===== config.mk =====
export PLATFORM = sky130hd
export DESIGN_NAME = mode_cfg_unit
export DESIGN_NICKNAME = d
export VERILOG_FILES = /design/src/rtl/mode_cfg_pkg.sv /design/src/rtl/cfg_cmd_decode.sv /design/src/rtl/cfg_gap_timer.sv /design/src/rtl/cfg_reg_store.sv /design/src/rtl/mode_cfg_unit.sv
export SDC_FILE = /design/constraint.sdc
export NUM_CORES = 1
export LEC_CHECK = 0
export BUFFER_PORTS_ARGS = -buffer_cell sky130_fd_sc_hd__buf_2
export CAP_MARGIN = 10
export CORE_MARGIN = 1.5
export CORE_UTILIZATION = 40
export DETAILED_ROUTE_END_ITERATION = 16
export PLACE_DENSITY_LB_ADDON = 0.05
export SYNTH_ARGS = -nofsm -noshare
export SYNTH_HDL_FRONTEND = slang
export SYNTH_SLANG_ARGS = --single-unit

===== constraint.sdc =====
create_clock -name clk -period 3.09 [get_ports clk]
set_clock_uncertainty 0.1 [all_clocks]
set_input_delay 0.309 -clock clk [delete_from_list [all_inputs] [get_ports clk]]
set_output_delay 0.309 -clock clk [all_outputs]
set_load 0.01 [all_outputs]

===== src/rtl/mode_cfg_pkg.sv =====
`timescale 1ns/1ps
package mode_cfg_pkg;

  typedef enum logic [1:0] {
    SEL_MAIN  = 2'b00,
    SEL_BAD01 = 2'b01,
    SEL_AUX   = 2'b10,
    SEL_BAD11 = 2'b11
  } reg_sel_e;

  // stored form of the main register (latency keeps only its low two bits)
  typedef struct packed {
    logic [2:0] bl_code;
    logic       interleave;
    logic [1:0] cl;
  } main_fields_t;

  // stored form of the auxiliary register
  typedef struct packed {
    logic [1:0] area;
    logic [1:0] drv;
  } aux_fields_t;

  localparam aux_fields_t AUX_DEFAULT = '{area: 2'd0, drv: 2'b01};

  // field positions inside the programming word
  localparam int BL_LSB   = 0;
  localparam int BT_BIT   = 3;
  localparam int CL_LSB   = 4;
  localparam int AREA_LSB = 0;
  localparam int GAP_LSB  = 3;
  localparam int DRV_LSB  = 5;
  localparam int RSV_LSB  = 7;

endpackage


===== src/rtl/cfg_cmd_decode.sv =====
`timescale 1ns/1ps
module cfg_cmd_decode
  import mode_cfg_pkg::*;
#(
  parameter int ADDR_W = 13
) (
  input  logic              cke_prev,
  input  logic              cke,
  input  logic              cs_n,
  input  logic              ras_n,
  input  logic              cas_n,
  input  logic              we_n,
  input  logic [1:0]        ba,
  input  logic [ADDR_W-1:0] addr,
  input  logic              banks_idle,
  input  logic              busy,
  output logic              wr_main_ok,
  output logic              wr_aux_ok,
  output logic              reject,
  output main_fields_t      main_f,
  output aux_fields_t       aux_f
);

  logic       live, is_cmd, is_wr;
  logic [2:0] bl_code, cl_code, area_code;
  logic       rsv_hi_zero, main_code_ok, aux_code_ok, gate_ok;
  reg_sel_e   sel;

  always_comb begin
    sel       = reg_sel_e'(ba);
    live      = cke_prev & cke & ~cs_n;
    is_cmd    = live & ~(ras_n & cas_n & we_n);
    is_wr     = live & ~ras_n & ~cas_n & ~we_n;
    bl_code   = addr[BL_LSB +: 3];
    cl_code   = addr[CL_LSB +: 3];
    area_code = addr[AREA_LSB +: 3];
    rsv_hi_zero  = (addr[ADDR_W-1:RSV_LSB] == '0);
    main_code_ok = rsv_hi_zero && (bl_code >= 3'd1) && (bl_code <= 3'd4) &&
                   ((cl_code == 3'd2) || (cl_code == 3'd3));
    aux_code_ok  = rsv_hi_zero && (area_code <= 3'd2) &&
                   (addr[GAP_LSB +: 2] == 2'b00);
    gate_ok      = is_wr & ~busy & banks_idle;
    wr_main_ok   = gate_ok & (sel == SEL_MAIN) & main_code_ok;
    wr_aux_ok    = gate_ok & (sel == SEL_AUX)  & aux_code_ok;
    reject       = (is_cmd & busy) | (is_wr & ~(wr_main_ok | wr_aux_ok));
    main_f.bl_code    = bl_code;
    main_f.interleave = addr[BT_BIT];
    main_f.cl         = cl_code[1:0];
    aux_f.area        = area_code[1:0];
    aux_f.drv         = addr[DRV_LSB +: 2];
  end

endmodule


===== src/rtl/cfg_gap_timer.sv =====
`timescale 1ns/1ps
module cfg_gap_timer #(
  parameter int GAP_CYCLES = 2
) (
  input  logic clk,
  input  logic rst_n,
  input  logic start,
  output logic busy
);

  localparam int CNT_W = $clog2(GAP_CYCLES + 1);
  localparam logic [CNT_W-1:0] LOAD = CNT_W'(GAP_CYCLES - 1);

  logic [CNT_W-1:0] cnt;

  always_ff @(posedge clk or negedge rst_n) begin
    if (!rst_n)          cnt <= '0;
    else if (start)      cnt <= LOAD;
    else if (cnt != '0)  cnt <= cnt - 1'b1;
  end

  assign busy = (cnt != '0);

  generate
    if (GAP_CYCLES > 1) begin : g_gap_chk
      // an accepted write always opens a busy window
      assert_busy_after_write_R7: assert property (@(posedge clk) disable iff (!rst_n)
        start |=> busy);
    end
  endgenerate

endmodule


===== src/rtl/cfg_reg_store.sv =====
`timescale 1ns/1ps
module cfg_reg_store
  import mode_cfg_pkg::*;
(
  input  logic         clk,
  input  logic         rst_n,
  input  logic         wr_main,
  input  logic         wr_aux,
  input  main_fields_t main_in,
  input  aux_fields_t  aux_in,
  output logic [4:0]   burst_len,
  output logic         interleave,
  output logic [1:0]   cas_lat,
  output logic [1:0]   area,
  output logic [1:0]   drv,
  output logic         valid
);

  main_fields_t main_q;
  aux_fields_t  aux_q;

  always_ff @(posedge clk or negedge rst_n) begin
    if (!rst_n) begin
      main_q <= '0;
      aux_q  <= AUX_DEFAULT;
      valid  <= 1'b0;
    end else if (wr_main) begin
      main_q <= main_in;
      aux_q  <= AUX_DEFAULT;
      valid  <= 1'b1;
    end else if (wr_aux) begin
      aux_q  <= aux_in;
    end
  end

  always_comb begin
    burst_len  = valid ? (5'd1 << main_q.bl_code) : 5'd0;
    interleave = valid & main_q.interleave;
    cas_lat    = valid ? main_q.cl : 2'd0;
    area       = aux_q.area;
    drv        = aux_q.drv;
  end

  // a main write brings the auxiliary state back to its defaults
  assert_aux_default_R6: assert property (@(posedge clk) disable iff (!rst_n)
    wr_main |=> (area == 2'd0 && drv == 2'b01));
  // once programmed, the main register stays valid
  assert_valid_sticky_R10: assert property (@(posedge clk) disable iff (!rst_n)
    !$fell(valid));
  // a programmed burst length is a single power of two between 2 and 16
  assert_bl_legal_R3: assert property (@(posedge clk) disable iff (!rst_n)
    valid |-> ($onehot(burst_len) && burst_len >= 5'd2));
  // a programmed latency is 2 or 3
  assert_cl_legal_R4: assert property (@(posedge clk) disable iff (!rst_n)
    valid |-> (cas_lat == 2'd2 || cas_lat == 2'd3));

endmodule


===== src/rtl/mode_cfg_unit.sv =====
`timescale 1ns/1ps
module mode_cfg_unit
  import mode_cfg_pkg::*;
#(
  parameter int ADDR_W     = 13,
  parameter int GAP_CYCLES = 2
) (
  input  logic              clk,
  input  logic              rst_n,
  input  logic              cke_i,
  input  logic              cs_n_i,
  input  logic              ras_n_i,
  input  logic              cas_n_i,
  input  logic              we_n_i,
  input  logic [1:0]        ba_i,
  input  logic [ADDR_W-1:0] addr_i,
  input  logic              banks_idle_i,
  output logic [4:0]        burst_len_o,
  output logic              burst_interleave_o,
  output logic [1:0]        cas_lat_o,
  output logic [1:0]        refresh_area_o,
  output logic [1:0]        drive_str_o,
  output logic              mode_valid_o,
  output logic              busy_o,
  output logic              prog_done_o,
  output logic              prog_error_o
);

  logic         cke_prev;
  logic         wr_main_ok, wr_aux_ok, reject, busy;
  main_fields_t main_f;
  aux_fields_t  aux_f;

  always_ff @(posedge clk or negedge rst_n) begin
    if (!rst_n) begin
      cke_prev     <= 1'b0;
      prog_done_o  <= 1'b0;
      prog_error_o <= 1'b0;
    end else begin
      cke_prev     <= cke_i;
      prog_done_o  <= wr_main_ok | wr_aux_ok;
      prog_error_o <= reject;
    end
  end

  cfg_cmd_decode #(.ADDR_W(ADDR_W)) u_decode (
    .cke_prev   (cke_prev),
    .cke        (cke_i),
    .cs_n       (cs_n_i),
    .ras_n      (ras_n_i),
    .cas_n      (cas_n_i),
    .we_n       (we_n_i),
    .ba         (ba_i),
    .addr       (addr_i),
    .banks_idle (banks_idle_i),
    .busy       (busy),
    .wr_main_ok (wr_main_ok),
    .wr_aux_ok  (wr_aux_ok),
    .reject     (reject),
    .main_f     (main_f),
    .aux_f      (aux_f)
  );

  cfg_gap_timer #(.GAP_CYCLES(GAP_CYCLES)) u_gap (
    .clk   (clk),
    .rst_n (rst_n),
    .start (wr_main_ok | wr_aux_ok),
    .busy  (busy)
  );

  cfg_reg_store u_store (
    .clk        (clk),
    .rst_n      (rst_n),
    .wr_main    (wr_main_ok),
    .wr_aux     (wr_aux_ok),
    .main_in    (main_f),
    .aux_in     (aux_f),
    .burst_len  (burst_len_o),
    .interleave (burst_interleave_o),
    .cas_lat    (cas_lat_o),
    .area       (refresh_area_o),
    .drv        (drive_str_o),
    .valid      (mode_valid_o)
  );

  assign busy_o = busy;

  // done and error never coincide
  assert_done_err_exclusive_R12: assert property (@(posedge clk) disable iff (!rst_n)
    !(prog_done_o && prog_error_o));
  // a rejected command leaves every register output as it was
  assert_reject_keeps_state_R9: assert property (@(posedge clk) disable iff (!rst_n)
    prog_error_o |-> $stable({burst_len_o, burst_interleave_o, cas_lat_o,
                              refresh_area_o, drive_str_o, mode_valid_o}));
  // an accepted write was sampled with chip select low and clock enable high
  assert_write_needs_cke_R1: assert property (@(posedge clk) disable iff (!rst_n)
    (wr_main_ok || wr_aux_ok) |-> (cke_i && cke_prev && !cs_n_i));
  // nothing is stored while any bank is open
  assert_idle_required_R8: assert property (@(posedge clk) disable iff (!rst_n)
    !banks_idle_i |=> !prog_done_o);

endmodule


# Word level (Yosys, flattened, before mapping)
# Cells that the tools add are included.
[op_classes] order_cmp=3 bitwise_logic=26 n_eq_ne=3 n_mux=6 n_reduce_logical=12 shifts=1 addsub=1
[ops] operator="1-bit bitwise AND" n=17
[ops] operator="4-bit 2-to-1 mux" n=2
[ops] operator="1-bit NOT" n=7
[ops] operator="3-bit by 2-bit equality test with 1-bit output (second input constant)" n=2
[ops] operator="6-bit logical NOT" n=1
[ops] operator="2-bit 2-to-1 mux" n=3
[ops] operator="2-bit nonzero test" n=3
[ops] operator="1-bit logical AND" n=5
[ops] operator="5-bit 2-to-1 mux" n=1
[ops] operator="1-bit by 3-bit << shifter with 5-bit output (first input constant)" n=1
[ops] operator="2-bit logical NOT" n=2
[ops] operator="3-bit by 1-bit >= comparator with 1-bit output (second input constant)" n=1
[ops] operator="3-bit by 2-bit <= comparator with 1-bit output (second input constant)" n=1
[ops] operator="3-bit <= comparator (second input constant)" n=1
[ops] operator="2-bit equality test (second input constant)" n=1
[ops] operator="1-bit bitwise OR" n=2
[ops] operator="2-bit by 1-bit subtractor with 2-bit output (second input constant)" n=1
[ops] operator="1-bit logical OR" n=1
[totals] elab_cells=62 ff_bits=16 in_bits=23

# Depth between registers and ports, before layout
[depth] ltp_word=13 depth_mapped=6

# By module
# From an unflattened synthesis, not the netlist that was laid out.
[unflattened] cells_unflattened=82 hier_area_um2=905.9
[by_module_without_submodules] module="cfg_reg_store" area_each_um2=504.2 seq_area_each_um2=276.5 instances=1 cells_each=39
[by_module_without_submodules] module="cfg_cmd_decode" area_each_um2=212.7 seq_area_each_um2=0.0 instances=1 cells_each=29
[by_module_without_submodules] module="cfg_gap_timer" area_each_um2=107.6 seq_area_each_um2=50.0 instances=1 cells_each=10
[by_module_without_submodules] module="mode_cfg_unit" area_each_um2=81.3 seq_area_each_um2=75.1 instances=1 cells_each=4

# Least setup slack after synthesis
# OpenSTA, ideal clock, no wires.
[synth_path] path_kind="input to register" from="input port cs_n_i" to="register u_store.aux_q (netlist bit u_store.drv[1])" setup_ns=0.125 required_ns=2.865 setup_slack_ns=1.075 arrival_ns=1.790 path_buffers=0 stages=4 path_cell_list="nand3b_1 or4_4 a2111oi_4 mux2_2"
[synth_via] elab_chain_cells=10
[synth_rtl] element="start, declared" line_no="mode_cfg_unit.sv:11" rtl="input logic cs_n_i,"
[synth_rtl] element="1-bit NOT (*)" line_no="cfg_cmd_decode.sv:31" rtl="live = cke_prev & cke & ~cs_n;"
[synth_rtl] element="1-bit bitwise AND (*)" line_no="cfg_cmd_decode.sv:31"
[synth_rtl] element="1-bit bitwise AND (*) (3 in a row)" line_no="cfg_cmd_decode.sv:33" rtl="is_wr = live & ~ras_n & ~cas_n & ~we_n;"
[synth_rtl] element="1-bit bitwise AND (*) (2 in a row)" line_no="cfg_cmd_decode.sv:42" rtl="gate_ok = is_wr & ~busy & banks_idle;"
[synth_rtl] element="1-bit bitwise AND (on tied branches) (2 in a row)" line_no="cfg_cmd_decode.sv:43, cfg_cmd_decode.sv:44"
[synth_rtl] element="4-bit 2-to-1 mux or 2-bit nonzero test (tied branches)"
[synth_rtl] element="end signal, assigned" line_no="cfg_reg_store.sv:32" rtl="aux_q <= aux_in;"
[synth_rtl] element="end, declared" line_no="cfg_reg_store.sv:20" rtl="aux_fields_t aux_q;"
# Mark *: on every way between the ends. The rest lies on a longest branch, timed or not.
# A chain may end at the register's enable or synchronous reset.

# Final worst setup path
[layout_path] from="register u_gap.cnt[0]" to="register u_store.main_q[5] (netlist bit)"
[layout_via] elab_chain_cells=6
[layout_rtl] element="start, declared" line_no="cfg_gap_timer.sv:14" rtl="logic [CNT_W-1:0] cnt;"
[layout_rtl] element="start signal, assigned" line_no="cfg_gap_timer.sv:19" rtl="else if (cnt != '0) cnt <= cnt - 1'b1;"
[layout_rtl] element="2-bit nonzero test" line_no="cfg_gap_timer.sv:22" rtl="assign busy = (cnt != '0);"
[layout_rtl] element="1-bit NOT" line_no="cfg_cmd_decode.sv:42"
[layout_rtl] element="1-bit bitwise AND (2 in a row)" line_no="cfg_cmd_decode.sv:42"
[layout_rtl] element="1-bit bitwise AND (2 in a row)" line_no="cfg_cmd_decode.sv:43" rtl="wr_main_ok = gate_ok & (sel == SEL_MAIN) & main_code_ok;"
[layout_rtl] element="end signal, assigned" line_no="cfg_reg_store.sv:28" rtl="main_q <= main_in;"
[layout_rtl] element="end, declared" line_no="cfg_reg_store.sv:19" rtl="main_fields_t main_q;"
# No other way between the ends.

==> flow_metrics.py <==
metrics = {
    "setup_path": {
        "critPathMaxStageDelay_ps": 740,
        "crit_arrival_ps": 2210,
        "timing.rr.start": "u_gap.cnt[0]",
        "crit_end": "u_store.main_q[5]",
        "critPathCaptureType": "register",
        "r2r_end": "u_store.main_q[5]",
        "slowest_stage": "or4_1",
        "crit_cells": 5,
        "crit_start": "u_gap.cnt[0]",
        "path_class": "reg -> reg",
        "cp.required_ps": 3160,
        "cp.buffers_inverters": 2,
        "rr_worst_depth": 5,
        "start_kind": "register",
        "crit_chain": "inv_1 -> ha_1 -> inv_1 -> or4_1 -> mux2_4",
        "r2r_slack_ps": 940,
        "cp_max_fo": 7,
        "cpMostUsedCell": "inv_1",
        "cp_top_family": "simple AND/OR/NAND/NOR gates",
    },
    "routing": {
        "drc": 0,
        "via_per_inst": 4.84,
        "first_pass_iters": 3,
        "detail_route.wl_per_cell_um": 11.5,
        "drt_iter0_drc": 6,
        "vias": 678,
        "routed_wl_mm": 1.61,
        "ant_nets": 0,
    },
    "synthesis": {
        "avgSynthCellArea_um2": 11.7,
        "synth_cell_type_count": 28,
        "yosys.area.top_type": "dfrtp_1",
        "mappedNetlistArea_um2": 828,
        "async_flop_share_pct": 100,
        "synth-seq-area-share_pct": 48.5,
        "synthTopCellsByArea": "dfrtp_1, mux2_4, nand2b_1",
        "synth_top_area_share_pct": 45.3,
        "synth-main-ff-cell": "dfrtp_1",
        "syn-instance-count": 71,
        "synth_fp_nets": 95,
        "synth_seq_cells": 16,
        "synth_edf_count": 0,
        "yosysWarnings": 0,
    },
    "sta": {
        "fin_crit_ps": 2150,
        "slew_violations": 0,
        "max_freq_mhz": 465,
        "setup_ws_ps": 941,
        "hold_viol_final": 0,
        "fin_crit_sh_pct": 69.6,
        "rsz0062_at_grt": "false",
        "tns_ps": 0,
        "finalSetupViolCount": 0,
        "tightest_slew_ps": 559,
        "slew_headroom_pct": 62.7,
    },
    "clock_tree": {
        "clk_pin_slew_ps": 90,
        "clock-sinks": 16,
        "numCtsBuffers": 3,
        "cts_tree": "done",
        "postCtsSetupBuffers": 0,
        "cts.path.max_buffers": 2,
        "clockRootBuffer": "clkbuf_4",
        "cts_hold_buf": 1,
        "cts-resized-gates": 0,
        "htreeDepth": 1,
        "clk_latency_ps": 280,
    },
    "layout": {
        "fill_cells": 210,
        "layout-drive-gt1-share_pct": 46.0,
        "final_nets": 138,
        "final_common_cell": "buf_2",
        "final_cell_mix": "buf_2, dfrtp_1",
        "area_delta_synth_final_pct": 30.1,
        "diodes": 0,
        "instances_no_fill": 140,
        "fin_area_um2": 1080,
    },
    "floorplanning": {
        "start_util_pct": 42.2,
        "core_um2": 1960,
        "rows": 16,
        "die_area_um2": 2350,
        "io_pins": 39,
        "die_x_um": 48.5,
        "die_height_um": 48.5,
    },
    "placed_design": {
        "io_buffers": 38,
        "hpwlAfterDp_mm": 1.27,
        "pre_cts_slack_ps": 818,
        "gp_congestion": 0.716,
        "post_dp_cell_area_um2": 1040,
        "dp_cells": 135,
    },
    "global_route": {
        "grt_max_degree": 17,
        "overflow": 0,
        "grt_pass1_vias": 675,
        "groute.usage.overall_pct": 16.1,
        "grt_pass1_wl_mm": 3.02,
        "antenna_found_initial": 0,
    },
    "run": {
        "maxCapViolCount": 0,
    },
    "power_and_ir_drop": {
        "p_sw_uw": 133,
        "seq_power_share_pct": 51.2,
        "total_power_uw": 458,
        "pwr-share-comb_pct": 24.3,
        "intPower_uw": 324,
        "peakVddDrop_mv": 0.321,
        "pwr-share-clk_pct": 24.5,
        "sw_frac_of_total_pct": 29.1,
        "power_density_nw_per_um2": 425,
        "p_leak_uw": 0.000560,
    },
    "status": {
        "status": "finished, final reports clean",
    },
    "hold_path": {
        "hp-class": "in -> reg",
    },
}
## flip-flops by register name, summed over array words and instances (netlist names)
register,cells
prog_error_o,1
prog_done_o,1
u_store.area,2
cke_prev,1
u_gap.cnt,2
u_store.main_q,6
u_store.valid,1
u_store.drv,2
## kinds of logic (layout without fill, tap and decap cells)
logic type	Yosys count	after routing	synth area share, %
compound gates	8	8	8.76
mux	9	9	14.2
xor+xnor	1	1	1.06
fa+ha+maj	1	1	1.51
simple gates	30	30	22.4
flops	16	16	48.5
buf+inv	6	48	3.63
## power by group through the flow
stage          combinational, uW  sequential [uW]  clock, uW
2_1_floorplan               67.2              238          0
3_3_place_gp                 109              238          0
3_5_place_dp                 112              239          0
4_1_cts                      114              234        118
5_1_grt                      136              236        126
6_report                     111              234        112
## cells in the mapped netlist, types with 2 or more instances
cell and count:
dfrtp_1 15, mux2_2 2, nor3_1 3, inv_1 5
or4_1 3, mux2_4 5, nand2_1 5, mux2i_1 2
nand2b_1 5, o21ai_0 4, nor2_1 3, and2_1 3
## how the worst min path moves through the flow
| stage | start | slack (ps) | cells past startpoint | to |
|---|---|---|---|---|
| finish | cke_i | 40 | 1 | cke_prev |
| global route | cke_i | 30 | 1 | cke_prev |
| detailed placement | rst_n | 140 | 1 | u_store.main_q[1] |
| CTS | cke_i | 30 | 1 | cke_prev |
| global placement | rst_n | 140 | 1 | u_store.valid |
| floorplan | rst_n | -90 | 0 | cke_prev |
## routing by layer
| metal | GRT usage (%) | routed length [um] |
|---|---|---|
| met5 | 0 | 0 |
| met4 | 5.71 | 19 |
| met3 | 2.78 | 83 |
| met2 | 26.4 | 752 |
| met1 | 21.7 | 751 |
## per-stage QoR
stage               util [%]  hold slack [ps]
detailed placement      53.1              140
CTS                     54.9             27.8
global route            54.9             25.4
finish                  54.9             37.6
floorplan                  -            -86.6
global placement        53.1              142
## area by class of cell
class	instances	area (um2)	share of cell area, %
clock buffer	4	26.3	2.44
multi-input combinational	49	397	36.8
inverter	5	18.8	1.74
sequential	16	402	37.3
timing repair buffer	39	200	18.6
tap	27	33.8	3.14
(Power assumes the default switching activity.)
